<file path="src/rtl/rdconv_adc_pkg.sv">
package rdconv_adc_pkg;

  localparam int SAMPLE_W  = 16;
  localparam int READY_POS = 31;

  // Offsets seen by software; the key must precede the switch write.
  localparam logic [7:0]  OFF_RESULT = 8'h08;
  localparam logic [7:0]  OFF_SWITCH = 8'h18;
  localparam logic [7:0]  OFF_KEY    = 8'h20;
  localparam logic [31:0] KEY_WORD   = 32'h0000_00AA;

  // Settling time after a route change, in microseconds.
  function automatic int unsigned settle_us(input bit slow_div);
    return slow_div ? 32'd2000 : 32'd500;
  endfunction

  // Conversions per second for the selected divisor.
  function automatic int unsigned rate_sps(input bit slow_div);
    return slow_div ? 32'd925 : 32'd3750;
  endfunction

  // Minimum start-to-start spacing in microseconds, rounded up.
  function automatic int unsigned period_us(input bit slow_div);
    int unsigned r;
    r = rate_sps(slow_div);
    return (32'd1000000 + r - 32'd1) / r;
  endfunction

  function automatic logic [31:0] pack_result(input logic ready,
                                              input logic [SAMPLE_W-1:0] smp);
    logic [31:0] w;
    w = '0;
    w[READY_POS] = ready;
    w[SAMPLE_W-1:0] = smp;
    return w;
  endfunction

endpackage

</file>
<file path="src/rtl/rdconv_countdown.sv">
module rdconv_countdown #(
  parameter int          W    = 8,
  parameter int unsigned LOAD = 1
) (
  input  logic clk,
  input  logic rst_n,
  input  logic load,
  output logic idle
);

  logic [W-1:0] cnt_q;

  always_ff @(posedge clk) begin
    if (!rst_n)
      cnt_q <= '0;
    else if (load)
      cnt_q <= W'(LOAD);
    else if (cnt_q != '0)
      cnt_q <= cnt_q - W'(1);
  end

  assign idle = (cnt_q == '0);

endmodule

</file>
<file path="src/rtl/rdconv_key_guard.sv">
module rdconv_key_guard
  import rdconv_adc_pkg::*;
#(
  parameter int AW   = 8,
  parameter int SW_W = 12
) (
  input  logic            clk,
  input  logic            rst_n,
  input  logic [AW-1:0]   bus_addr,
  input  logic            bus_wr,
  input  logic            bus_rd,
  input  logic [31:0]     bus_wdata,
  output logic [SW_W-1:0] sw_q,
  output logic            sw_accept,
  output logic            unlock_q
);

  logic any_access;
  logic key_hit;
  logic sw_hit;

  assign any_access = bus_wr | bus_rd;
  assign key_hit    = bus_wr && (bus_addr == AW'(OFF_KEY)) && (bus_wdata == KEY_WORD);
  assign sw_hit     = bus_wr && (bus_addr == AW'(OFF_SWITCH));
  assign sw_accept  = sw_hit && unlock_q;

  // Each access re-evaluates the key; idle cycles leave it as is.
  always_ff @(posedge clk) begin
    if (!rst_n)
      unlock_q <= 1'b0;
    else if (any_access)
      unlock_q <= key_hit;
  end

  always_ff @(posedge clk) begin
    if (!rst_n)
      sw_q <= '0;
    else if (sw_accept)
      sw_q <= bus_wdata[SW_W-1:0];
  end

endmodule

</file>
<file path="src/rtl/rdconv_conv_seq.sv">
module rdconv_conv_seq
  import rdconv_adc_pkg::*;
(
  input  logic                clk,
  input  logic                rst_n,
  input  logic                req,
  input  logic                gap_idle,
  input  logic                settle_idle,
  input  logic                cnv_done,
  input  logic [SAMPLE_W-1:0] cnv_data,
  output logic                start_go,
  output logic                cnv_start,
  output logic                busy,
  output logic                res_valid,
  output logic [SAMPLE_W-1:0] res_sample
);

  logic pending_q;
  logic accept_req;

  // A request counts only when nothing is already waiting or running.
  assign accept_req = req && !busy && !pending_q;
  assign start_go   = pending_q && !busy && gap_idle;

  always_ff @(posedge clk) begin
    if (!rst_n) begin
      pending_q <= 1'b0;
      busy      <= 1'b0;
      cnv_start <= 1'b0;
    end else begin
      cnv_start <= start_go;
      if (accept_req)
        pending_q <= 1'b1;
      else if (start_go)
        pending_q <= 1'b0;
      if (start_go)
        busy <= 1'b1;
      else if (cnv_done)
        busy <= 1'b0;
    end
  end

  always_ff @(posedge clk) begin
    if (!rst_n) begin
      res_valid  <= 1'b0;
      res_sample <= '0;
    end else if (accept_req) begin
      res_valid <= 1'b0;
    end else if (cnv_done && busy) begin
      res_valid  <= settle_idle;
      res_sample <= cnv_data;
    end
  end

endmodule

</file>
<file path="src/rtl/rdconv_adc_ctrl.sv">
module rdconv_adc_ctrl
  import rdconv_adc_pkg::*;
#(
  parameter int AW         = 8,
  parameter int SW_W       = 12,
  parameter int CYC_PER_US = 50,
  parameter int SLOW_CLK   = 0
) (
  input  logic                clk,
  input  logic                rst_n,
  input  logic [AW-1:0]       bus_addr,
  input  logic                bus_wr,
  input  logic                bus_rd,
  input  logic [31:0]         bus_wdata,
  output logic [31:0]         bus_rdata,
  output logic [SW_W-1:0]     sw_route,
  output logic                cnv_start,
  input  logic                cnv_done,
  input  logic [SAMPLE_W-1:0] cnv_data
);

  localparam bit          SLOW       = (SLOW_CLK != 0);
  localparam int unsigned SETTLE_CYC = settle_us(SLOW) * CYC_PER_US;
  localparam int unsigned GAP_CYC    = period_us(SLOW) * CYC_PER_US;
  localparam int          SETTLE_W   = $clog2(SETTLE_CYC + 1);
  localparam int          GAP_W      = $clog2(GAP_CYC + 1);

  logic                rd_result;
  logic                sw_accept;
  logic                unlock_q;
  logic                start_go;
  logic                busy;
  logic                res_valid;
  logic                settle_idle;
  logic                gap_idle;
  logic [SAMPLE_W-1:0] res_sample;
  logic [SW_W-1:0]     sw_q;
  logic [31:0]         rdata_next;
  logic [31:0]         rdata_q;

  assign rd_result = bus_rd && (bus_addr == AW'(OFF_RESULT));

  rdconv_key_guard #(.AW(AW), .SW_W(SW_W)) u_guard (
    .clk       (clk),
    .rst_n     (rst_n),
    .bus_addr  (bus_addr),
    .bus_wr    (bus_wr),
    .bus_rd    (bus_rd),
    .bus_wdata (bus_wdata),
    .sw_q      (sw_q),
    .sw_accept (sw_accept),
    .unlock_q  (unlock_q)
  );

  // Loaded with N-1 so the window closes exactly N cycles after the load.
  rdconv_countdown #(.W(SETTLE_W), .LOAD(SETTLE_CYC - 1)) u_settle (
    .clk   (clk),
    .rst_n (rst_n),
    .load  (sw_accept),
    .idle  (settle_idle)
  );

  rdconv_countdown #(.W(GAP_W), .LOAD(GAP_CYC - 1)) u_gap (
    .clk   (clk),
    .rst_n (rst_n),
    .load  (start_go),
    .idle  (gap_idle)
  );

  rdconv_conv_seq u_seq (
    .clk         (clk),
    .rst_n       (rst_n),
    .req         (rd_result),
    .gap_idle    (gap_idle),
    .settle_idle (settle_idle),
    .cnv_done    (cnv_done),
    .cnv_data    (cnv_data),
    .start_go    (start_go),
    .cnv_start   (cnv_start),
    .busy        (busy),
    .res_valid   (res_valid),
    .res_sample  (res_sample)
  );

  always_comb begin
    rdata_next = '0;
    if (bus_addr == AW'(OFF_RESULT))
      rdata_next = pack_result(res_valid, res_sample);
    else if (bus_addr == AW'(OFF_SWITCH))
      rdata_next[SW_W-1:0] = sw_q;
  end

  always_ff @(posedge clk) begin
    if (!rst_n)
      rdata_q <= '0;
    else if (bus_rd)
      rdata_q <= rdata_next;
  end

  assign bus_rdata = rdata_q;
  assign sw_route  = sw_q;

endmodule

</file>
<file path="config.mk">
export PLATFORM = sky130hd
export DESIGN_NAME = rdconv_adc_ctrl
export DESIGN_NICKNAME = d
export VERILOG_FILES = /design/src/rtl/rdconv_adc_pkg.sv /design/src/rtl/rdconv_countdown.sv /design/src/rtl/rdconv_key_guard.sv /design/src/rtl/rdconv_conv_seq.sv /design/src/rtl/rdconv_adc_ctrl.sv
export SDC_FILE = /design/constraint.sdc
export NUM_CORES = 1
export LEC_CHECK = 0
export ABC_AREA = 1
export BUFFER_PORTS_ARGS = -buffer_cell sky130_fd_sc_hd__buf_4
export CORE_MARGIN = 1.5
export CORE_UTILIZATION = 59
export CTS_BUF_LIST = sky130_fd_sc_hd__clkbuf_4
export DETAILED_ROUTE_END_ITERATION = 6
export MAX_ROUTING_LAYER = met4
export PLACE_DENSITY = 0.95
export SYNTH_ARGS = -nofsm -noshare
export SYNTH_HDL_FRONTEND = slang
export SYNTH_HIERARCHICAL = 1
export SYNTH_SLANG_ARGS = --single-unit
</file>
<file path="constraint.sdc">
create_clock -name clk -period 2.7 [get_ports clk]
set_input_delay 0.27 -clock clk [delete_from_list [all_inputs] [get_ports clk]]
set_output_delay 0.27 -clock clk [all_outputs]
set_load 0.02 [all_outputs]
</file>
==> results by group, run 1 <==
STA
  • Max-slew violations: 0
  • Tmin final: 2.21 ns
  • RSZ-0062 raised after global routing: false
  • Setup ws final: 0.494 ns
  • Max_slew headroom: 66.4%
  • Fmax: 453 MHz
  • Slew @ Worst Pin: 0.501 ns
  • Clock Skews: 0.0166 ns
  • Final setup viols: 0
  • Final Cycle Share: 81.7%
  • Final hold violations: 0
  • Setup TNS: 0 ns

Placement
  • Final GP Congestion: 0.905
  • Port buffer count: 90
  • Post-DP HPWL: 7740 um
  • Area after DPL: 4810 um^2
  • Dpl ws: 0.614 ns

Floorplan
  • I/O pins: 106
  • Area of the die: 7600 um^2
  • Die height: 87.2 um
  • Die width: 87.2 um
  • Initial core utilization: 61.2%
  • Cell Rows: 30
  • Core area: 6830 um^2

CTS
  • Hold_buf cts: 0
  • Clock Root Buffer: clkbuf_4
  • TritonCTS clock tree: yes
  • H-tree depth: 3
  • Clock transition at path regs: 0.13 ns
  • Clock sink count: 79
  • Resize count post-CTS: 0
  • CTS Buf Count: 9
  • # Post-CTS Setup Buffers: 0
  • Skew-Pair Late Insertion Delay: 0.42 ns
  • Bufs on Longest Clock Path: 2

Cells and area
  • Sequential Area: 1580 um^2
  • Most common cell after layout, fill and taps aside: nand2_1
  • Layout area overhead: 18.9%
  • # nets final: 775
  • Fin util: 72.7%
  • Fillers: 558
  • Design area: 4970 um^2
  • Share of cells above drive strength 1: 20.8%
  • Ant diodes: 0
  • Area of the multi-input gates: 2170 um^2
  • Most frequent cells in the layout: 147 x nand2_1, 127 x nor2_1, 93 x buf_4, 79 x dfxtp_1, 59 x inv_1

Min path
  • Hold Path Class: input pin to flip-flop
  • Hold path startpoint: bus_wdata[4]

Setup path
  • Startpoint Class: flip-flop
  • Crit-path cells: inv_1 > ha_1 > nand2_2 > nor2_4 > nand2_2 > inv_1 > nand3_1 > inv_1 > nor2_1 > inv_1 > a211oi_1
  • Slowest-stage cell, CP: dfxtp_1
  • Worst r2r src: u_gap/cnt_q[0]
  • Critical path peak fanout: 13
  • Worst Path Buf+Inv: 4
  • CP delay by family, top: simple AND/OR/NAND/NOR gates
  • Crit path DAT: 2.53 ns
  • CP dominant cell by count: inv_1
  • Setup slack, reg-to-reg: 0.49 ns
  • Critical path class: flip-flop to flip-flop
  • Crit path launch: u_gap/cnt_q[0]
  • CP endpoint kind: flip-flop
  • Crit path largest cell delay: 0.34 ns
  • Worst Path Required: 3.03 ns

Route
  • Antenna Nets Post-Route: 0
  • Vias: 4245
  • Post-Route WL: 10400 um
  • WL/cell: 12.7 um
  • First-pass iteration count of the detailed router: 7
  • DRT iter0 DRCs: 247
  • DRC errors left: 0
  • Routed vias/inst: 5.22

Pwr
  • Pwr dens: 823 nW/um^2
  • Pleak: 2.29 nW
  • Tot Pwr: 0.00409 W
  • Max rail drop VDD: 516 uV

Global routing
  • First-pass GRT wire length: 17000 um
  • GRT Total Usage: 29.2%
  • GRT Residual Overflow: 0
  • Vias in the first global route: 3926
  • Largest net degree at the start of global routing: 24
  • Initial antenna violation count: 0

Yosys
  • Mapped Cells: 626
  • Avg Cell Area, Syn: 6.67 um^2
  • Number of enable flip-flop cells after synthesis: 0
  • Top_reg_cell synth: dfxtp_1
  • Register bit total from synthesis: 79
  • Netlist area before placement: 4180 um^2
  • Warnings, synthesis: 6
  • Fraction of registers with async set or reset after synthesis: 0%
  • Yosys cell types: 37
  • Post-synthesis sequential area ratio: 37.9%

Status
  • Run status: finished clean

Job
  • Maxcap violations: 0
==> synth_stat cells (2+ instances only) <==
cell | number | share of area (%)
buf_2 | 6 | 0.72
ha_1 | 2 | 0.60
dfxtp_1 | 79 | 38
o21ai_1 | 7 | 0.84
nor2_2 | 13 | 1.9
inv_2 | 3 | 0.27
nor2_4 | 6 | 1.6
nor2_1 | 127 | 11
xnor2_1 | 5 | 1.0
or2_2 | 2 | 0.30
nor3_1 | 5 | 0.60
nor3_4 | 2 | 0.78
nand3_1 | 44 | 5.3
buf_6 | 5 | 1.3
xor2_1 | 2 | 0.42
clkinv_1 | 2 | 0.18
nand3b_1 | 3 | 0.54
nand2_2 | 8 | 1.2
nand3_2 | 4 | 0.96
a211oi_1 | 2 | 0.36
nand4_1 | 4 | 0.60
a21oi_1 | 49 | 5.9
nand2_1 | 147 | 13
inv_1 | 59 | 5.3
o21bai_1 | 2 | 0.36
o21ai_0 | 9 | 1.1
nand2_4 | 2 | 0.54
buf_4 | 18 | 3.2
==> layout make-up <==
class,instances,share of cell area (%)
Clock buffer,9,1.36
Clock inverter,7,1.74
Timing Repair Buffer,93,14.1
Inverter,64,4.84
Tap cell,96,2.42
Multi-Input combinational cell,465,43.7
Sequential cell,79,31.8
==> report_power, final <==
part	switching, W	internal, W	total, W
Sequential	0.000157	0.00133	0.00149
Clock	0.000402	0.000370	0.000772
Combinational	0.00115	0.000672	0.00183
Total	0.00171	0.00238	0.00409
==> path summary, 6_finish.rpt <==
check	end	cells after the start
max	u_gap/cnt_q[3]	11
max reg2reg	u_gap/cnt_q[3]	11
min reg2reg	bus_rdata[12]	2
min	u_guard/sw_q[4]	3
==> per-layer routing <==
metal / part of all wire, % / GRT usage (%)
met2: 50 / 50.9
met5: 0 / -
met3: 7.8 / 6.07
met4: 2.1 / 10.5
met1: 40 / 33.1
==> metrics by stage <==
stage / cells / hold slack (ns)
3_5_place_dp: 797 / 0.452
2_1_floorplan: 640 / 0.368
4_1_cts: 813 / 0.0734
6_report: 813 / 0.0841
5_1_grt: 813 / 0.0793
3_3_place_gp: 797 / 0.447
==> tightest hold or removal path, delay by kind of cell <==
family	cells	cell delay, ns
compound gates	1	0.06
buf+inv	1	0.08
simple gates	1	0.07
==> registers in the layout (all words and copies together) (netlist names) <==
name and count:
u_settle/cnt_q 15, u_gap/cnt_q 14, u_guard/unlock_q 1, u_guard/sw_q 12
u_seq/pending_q 1, u_seq/res_sample 16, u_seq/busy 1, u_seq/res_valid 1
bus_rdata 17, u_seq/cnv_start 1
==> cells by family after synthesis <==
group / count (synthesis) / synth area share [%]
compound gates: 69 / 8.51
xor+xnor: 7 / 1.47
fa+ha+maj: 2 / 0.599
buf+inv: 96 / 11.4
flops: 79 / 37.9
other cells: 1 / 0.0898
simple gates: 372 / 40.1
Power figures use the tool's default switching activity.
==> run 2: changes to the inputs <==
--- a/config.mk
+++ b/config.mk
@@ -5,14 +5,14 @@
 export SDC_FILE = /design/constraint.sdc
 export NUM_CORES = 1
 export LEC_CHECK = 0
-export ABC_AREA = 1
+export ABC_AREA = 0
 export BUFFER_PORTS_ARGS = -buffer_cell sky130_fd_sc_hd__buf_4
 export CORE_MARGIN = 1.5
-export CORE_UTILIZATION = 59
+export CORE_UTILIZATION = 55
 export CTS_BUF_LIST = sky130_fd_sc_hd__clkbuf_4
 export DETAILED_ROUTE_END_ITERATION = 6
 export MAX_ROUTING_LAYER = met4
-export PLACE_DENSITY = 0.95
+export PLACE_DENSITY = 0.93
 export SYNTH_ARGS = -nofsm -noshare
 export SYNTH_HDL_FRONTEND = slang
 export SYNTH_HIERARCHICAL = 1
==> constraint.sdc (replaced) <==
create_clock -name clk -period 2.2 [get_ports clk]
set_input_delay 0.22 -clock clk [delete_from_list [all_inputs] [get_ports clk]]
set_output_delay 0.22 -clock clk [all_outputs]
set_load 0.02 [all_outputs]
==> results by group, run 2 <==
Yosys
  • Number of enable flip-flop cells after synthesis: 0 (unchanged)
  • Post-synth top area cell: dfxtp_1
  • Area contributors post-synth: dfxtp_1 39%, a21oi_1 3.9%, o21a_1 3.5%
  • Yosys top cell area share: 38.8% (+0.91 points)
  • Main combinational cell family by area after synthesis: simple AND/OR/NAND/NOR gates
  • Top_reg_cell synth: dfxtp_1
  • Avg Cell Area, Syn: 9.36 um^2 (+40%)
  • Cell with the most instances after synthesis: dfxtp_1
  • Fraction of registers with async set or reset after synthesis: 0% (unchanged)
  • Warnings, synthesis: 6 (unchanged)
  • Post-Synth Simple-Gate Area: 25.9% (-14 points)
  • Yosys cell types: 68 (+84%)
  • Netlist area before placement: 4080 um^2 (-2.3%)
  • Synth cell count leaders: 79 x dfxtp_1, 32 x a21oi_1, 19 x o21a_1, 19 x o31ai_1, 18 x buf_4
  • Xor and xnor area share after synthesis: 0.859% (-0.61 points)
  • Compound-Gate Fraction of Synth Area: 21.6% (+13 points)
  • Post-synthesis sequential area ratio: 38.8% (+0.91 points)
  • Mapped Cells: 436 (-30%)
  • Adder-cell share of the synthesized area: 0.613% (+0.014 points)
  • Post-synthesis mux area share: 4.08% (+4.1 points)
  • Register bit total from synthesis: 79 (unchanged)

STA
  • Final Cycle Share: 89.2% (+7.5 points)
  • RSZ-0062 raised after global routing: false
  • Fmax: 510 MHz (+12%)
  • Final setup viols: 0 (unchanged)
  • Tmin final: 1.96 ns (-0.243 ns)
  • Setup TNS: 0 ns (unchanged)
  • Max-slew violations: 0 (unchanged)
  • Final hold violations: 0 (unchanged)
  • Clock Skews: 0.0181 ns (+0.00148 ns)
  • Setup ws final: 0.238 ns (-0.257 ns)

Floorplan
  • Die width: 89.1 um (+2.3%)
  • Die height: 89.1 um (+2.3%)
  • Area of the die: 7940 um^2 (+4.6%)
  • Initial core utilization: 56.6% (-4.6 points)
  • Core area: 7210 um^2 (+5.6%)
  • I/O pins: 106 (unchanged)
  • Cell Rows: 31 (+3.3%)

Route
  • DRC errors left: 0 (unchanged)
  • WL/cell: 16.1 um (+27%)
  • Antenna Nets Post-Route: 0 (unchanged)
  • Post-Route WL: 10200 um (-1.7%)
  • Vias: 3729 (-12%)
  • Routed vias/inst: 5.92 (+13%)
  • DRT iter0 DRCs: 169 (-32%)
  • First-pass iteration count of the detailed router: 5 (-2)

Status
  • Run status: finished clean

Cells and area
  • Layout area overhead: 20.4%
  • Max FFs per register: 17 (unchanged)
  • Ant diodes: 0 (unchanged)
  • # nets final: 589 (-24%)
  • Most common cell after layout, fill and taps aside: buf_4
  • Post-Layout Cell Count: 630 (-23%)
  • Most frequent cells in the layout: 107 x buf_4, 79 x dfxtp_1, 32 x a21oi_1, 19 x o31ai_1, 19 x o21a_1
  • Design area: 4910 um^2 (-1.1%)
  • Share of cells above drive strength 1: 31.5% (+11 points)

CTS
  • # Post-CTS Setup Buffers: 0 (unchanged)
  • Resize count post-CTS: 0 (unchanged)
  • Skew-Pair Late Insertion Delay: 0.45 ns (+0.03 ns)
  • TritonCTS clock tree: yes
  • Clock Root Buffer: clkbuf_4
  • H-tree depth: 3 (unchanged)
  • CTS Buf Count: 9 (unchanged)
  • Clock sink count: 79 (unchanged)
  • Bufs on Longest Clock Path: 2 (unchanged)
  • Hold_buf cts: 0 (unchanged)
  • Clock transition at path regs: 0.13 ns (about the same)

Pwr
  • Clock power share: 18.4% (-0.5 points)
  • Pwr dens: 971 nW/um^2 (+18%)
  • Switching power: 0.00180 W (+5.2%)
  • Pint: 0.00297 W (+25%)
  • Tot Pwr: 0.00477 W (+17%)
  • Reg power frac: 39.4% (+3.0 points)
  • Pleak: 2.01 nW (-12%)
  • Max rail drop VDD: 552 uV (+7.0%)
  • Sw frac: 37.8% (-4.1 points)
  • Combinational fraction of design power: 42.3% (-2.4 points)

Setup path
  • CP endpoint kind: flip-flop
  • Crit path largest cell delay: 0.50 ns (+0.16 ns)
  • Crit path DAT: 2.33 ns (-0.20 ns)
  • Worst Path Required: 2.57 ns (-0.46 ns)
  • Startpoint Class: flip-flop
  • Slowest-stage cell, CP: or3b_2
  • Critical path class: flip-flop to flip-flop
  • Critical path peak fanout: 12 (-1)
  • Crit-path cells: inv_1 > ha_1 > or3b_2 > nor4_4 > buf_4 > and3b_1 > nor4_2

Global routing
  • Largest net degree at the start of global routing: 38 (+58%)
  • Initial antenna violation count: 0 (unchanged)
  • GRT Residual Overflow: 0 (unchanged)
  • GRT Total Usage: 27.3% (-1.9 points)
  • Vias in the first global route: 3526 (-10%)
  • First-pass GRT wire length: 16100 um (-5.1%)

Placement
  • Port buffer count: 90 (unchanged)
  • Placed Cells: 614 (-23%)
  • Dpl ws: 0.276 ns (-0.338 ns)
  • Post-DP HPWL: 7410 um (-4.3%)
  • Area after DPL: 4780 um^2 (-0.73%)
  • Final GP Congestion: 0.925 (+2.2%)

Job
  • Maxcap violations: 0 (unchanged)

Min path
  • Hold Path Class: input pin to flip-flop
run 2: per-layer routing:
metal | global-route usage (%) | vias up | share of wire [%]
met1 | 31.7 | 1782 | 42
met3 | 5.45 | 21 | 5.2
met4 | 12.6 | 0 | 2.3
met5 | - | - | 0
li1 | - | 1799 | -
met2 | 45.3 | 127 | 51
run 2: logic make-up after synthesis:
family | count (synthesis)
AOI/OAI and AO/OA | 126
xor gates and xnor gates | 4
adders and majority gates | 2
buffers and inverters | 55
DFF | 79
muxes | 15
other | 1
and+or+nand+nor | 154
run 2: worst max-delay path, delay by kind of cell (launching register included):
kind	cells	cell delay, ns
and+or+nand+nor	4	1.04
DFF	1	0.36
buffers and inverters	2	0.31
adders and majority gates	1	0.18
run 2: final cells by class:
class | instances | area, um^2
Clock inverter | 4 | 46.3
Multi-Input combinational cell | 316 | 2220
Fill cell | 579 | 2300
Clock buffer | 12 | 90.1
Timing Repair Buffer | 107 | 803
Sequential cell | 79 | 1580
Tap cell | 99 | 124
Inverter | 13 | 48.8
run 2: path summary, 6_finish.rpt:
path / depth (start not counted) / end / slack [ns] / start
max: 7 / u_seq/res_valid / 0.24 / u_settle/cnt_q[0]
min: 3 / u_guard/sw_q[11] / 0.04 / bus_wdata[11]
max reg2reg: 7 / u_seq/res_valid / 0.24 / u_settle/cnt_q[0]
min reg2reg: 1 / bus_rdata[13] / 0.50 / bus_rdata[13]
run 2: through the flow:
stage,utilization [%],hold slack (ns)
final,68.1,0.0377
after global routing,68.1,0.0214
after CTS,68.1,0.0338
after detailed placement,66.2,0.466
after global placement,66.2,0.463
after floorplan,-,0.337
run 2: power by group through the flow:
stage	sequential [W]	combinational, W	clock (W)
6_report	0.00188	0.00202	0.000877
3_5_place_dp	0.00191	0.00199	0
2_1_floorplan	0.00184	0.00152	0
5_1_grt	0.00192	0.00220	0.000948
3_3_place_gp	0.00188	0.00191	0
4_1_cts	0.00188	0.00201	0.000881
==> run 3: changes to the inputs <==
--- a/config.mk
+++ b/config.mk
@@ -7,12 +7,14 @@
 export LEC_CHECK = 0
 export ABC_AREA = 0
 export BUFFER_PORTS_ARGS = -buffer_cell sky130_fd_sc_hd__buf_4
+export CELL_PAD_IN_SITES_DETAIL_PLACEMENT = 0
+export CELL_PAD_IN_SITES_GLOBAL_PLACEMENT = 1
 export CORE_MARGIN = 1.5
-export CORE_UTILIZATION = 55
+export CORE_UTILIZATION = 41
 export CTS_BUF_LIST = sky130_fd_sc_hd__clkbuf_4
 export DETAILED_ROUTE_END_ITERATION = 6
 export MAX_ROUTING_LAYER = met4
-export PLACE_DENSITY = 0.93
+export PLACE_DENSITY = 0.92
 export SYNTH_ARGS = -nofsm -noshare
 export SYNTH_HDL_FRONTEND = slang
 export SYNTH_HIERARCHICAL = 1
==> results by group, run 3 (synthesized netlist as in run 2, its figures left out) <==
Cells and area
  • Most frequent cells in the layout: 106 x buf_4, 79 x dfxtp_1, 32 x a21oi_1, 19 x o31ai_1, 19 x o21a_1
  • # nets final: 588 (-0.17%)
  • Sequential Area: 1580 um^2 (unchanged)
  • Share of cells above drive strength 1: 31.7% (+0.25 points)
  • Layout area overhead: 20.9%
  • Most common cell after layout, fill and taps aside: buf_4
  • Max FFs per register: 17 (unchanged)
  • Area of the multi-input gates: 2230 um^2 (+0.28%)
  • Ant diodes: 0 (unchanged)
  • Fillers: 960 (+66%)

Floorplan
  • Cell Rows: 36 (+16%)
  • Die width: 103 um (+15%)
  • I/O pins: 106 (unchanged)
  • Initial core utilization: 41.9% (-15 points)
  • Die height: 103 um (+15%)
  • Core area: 9730 um^2 (+35%)
  • Area of the die: 10600 um^2 (+33%)

Global routing
  • First-pass GRT wire length: 16300 um (+1.2%)
  • Initial antenna violation count: 0 (unchanged)
  • GRT Total Usage: 20.4% (-6.9 points)
  • GRT Residual Overflow: 0 (unchanged)
  • Largest net degree at the start of global routing: 38 (unchanged)
  • Vias in the first global route: 3402 (-3.5%)

Setup path
  • Worst Path Required: 2.51 ns (-0.06 ns)
  • CP endpoint kind: flip-flop
  • Worst r2r src: u_settle/cnt_q[0]
  • Critical path peak fanout: 11 (-1)
  • Reg2reg end: u_settle/cnt_q[5]
  • Setup slack, reg-to-reg: 0.26 ns (+0.02 ns)
  • Critical path class: flip-flop to flip-flop
  • CP Capture Point: u_settle/cnt_q[5]
  • Crit path DAT: 2.25 ns (-0.08 ns)
  • Worst reg-to-reg path cell count: 7 (unchanged)
  • Crit path launch: u_settle/cnt_q[0]
  • Startpoint Class: flip-flop

Min path
  • Hold path startpoint: bus_wdata[5]
  • WHS Path Cells: 3 (unchanged)
  • Hold Path Class: input pin to flip-flop

STA
  • Clock Skews: 0.0122 ns (-0.00589 ns)
  • Final Cycle Share: 88.1% (-1.1 points)
  • RSZ-0062 raised after global routing: false
  • Max_slew headroom: 45.4%
  • Final setup viols: 0 (unchanged)
  • Fmax: 516 MHz (+1.2%)
  • Setup TNS: 0 ns (unchanged)
  • Final hold violations: 0 (unchanged)
  • Max-slew violations: 0 (unchanged)
  • Slew @ Worst Pin: 0.817 ns
  • Tmin final: 1.94 ns (-0.0240 ns)

CTS
  • Hold_buf cts: 0 (unchanged)
  • Clock Root Buffer: clkbuf_4
  • Bufs on Longest Clock Path: 2 (unchanged)
  • CTS Buf Count: 9 (unchanged)
  • Skew-Pair Late Insertion Delay: 0.42 ns (-0.03 ns)
  • H-tree depth: 3 (unchanged)
  • TritonCTS clock tree: yes
  • # Post-CTS Setup Buffers: 0 (unchanged)
  • Clock sink count: 79 (unchanged)
  • Clock transition at path regs: 0.12 ns (about the same)
  • Resize count post-CTS: 0 (unchanged)

Placement
  • Port buffer count: 90 (unchanged)
  • Final GP Congestion: 0.927 (+0.16%)
  • Post-DP HPWL: 7250 um (-2.1%)

Pwr
  • Pwr dens: 935 nW/um^2 (-3.8%)
  • Tot Pwr: 0.00461 W (-3.4%)
  • Pleak: 2.00 nW (-0.62%)
  • Max rail drop VDD: 394 uV (-29%)

Route
  • DRC errors left: 0 (unchanged)
  • Antenna Nets Post-Route: 0 (unchanged)
  • Vias: 3643 (-2.3%)
  • Post-Route WL: 9870 um (-3.0%)
  • DRT iter0 DRCs: 161 (-4.7%)
  • First-pass iteration count of the detailed router: 5 (unchanged)
  • WL/cell: 14.9 um (-7.8%)
  • Routed vias/inst: 5.49 (-7.2%)

Status
  • Run status: finished clean

Job
  • Maxcap violations: 0 (unchanged)
run 3: changes by cell type in the layout (fill, tap and decap cells not counted), sizes merged:
cell | before | now
buf | 107 | 106
bufinv | 1 | 0
clkinv | 2 | 3
run 3: worst min-delay path by stage:
stage	to	slack [ns]
6_report	u_guard/sw_q[5]	0.07
4_1_cts	u_guard/sw_q[11]	0.05
5_1_grt	u_guard/sw_q[5]	0.04
2_1_floorplan	u_gap/cnt_q[0]	0.34
3_3_place_gp	bus_rdata[15]	0.46
3_5_place_dp	bus_rdata[15]	0.46
run 3: where the power goes:
| group | total [W] | internal [W] | leakage (nW) | switching [W] |
|---|---|---|---|---|
| sequential | 0.00188 | 0.00163 | 0.641 | 0.000256 |
| clock | 0.000756 | 0.000266 | 0.0671 | 0.000490 |
| combinational | 0.00197 | 0.000953 | 1.29 | 0.00102 |
run 3: layer usage:
layer  share of wire [%]  routed length, um  global-route usage [%]
met1                  44               4350                    25.8
met5                   0                  0                       -
met4                 1.1                109                    5.82
met2                  49               4810                    33.4
met3                 6.1                598                    3.93
run 3: cell type report:
type | count | share of cell area [%]
multi-input combinational | 316 | 45.1
sequential | 79 | 32.1
timing repair buffer | 106 | 16.1
tap | 133 | 3.37
clock buffer | 12 | 1.83
inverter | 13 | 0.990
clock inverter | 4 | 0.457
run 3: through the flow:
step,cell area (um^2),worst slack [ns],instances,hold WS (ns),util (%)
floorplan,4130,0.0171,450,0.337,-
global placement,4820,0.284,647,0.461,49.5
detailed placement,4820,0.275,647,0.462,49.5
CTS,4930,0.257,663,0.0454,50.7
global route,4930,0.0760,663,0.0375,50.7
finish,4930,0.262,663,0.0672,50.7
run 3: worst max-delay path, stage by stage, from the launching register on:
cell and delay [ns]:
dfxtp_1 0.36, inv_1 0.06, ha_1 0.18, or3b_2 0.49
nor4_4 0.20, buf_4 0.21, nor4_1 0.06, o31a_1 0.28
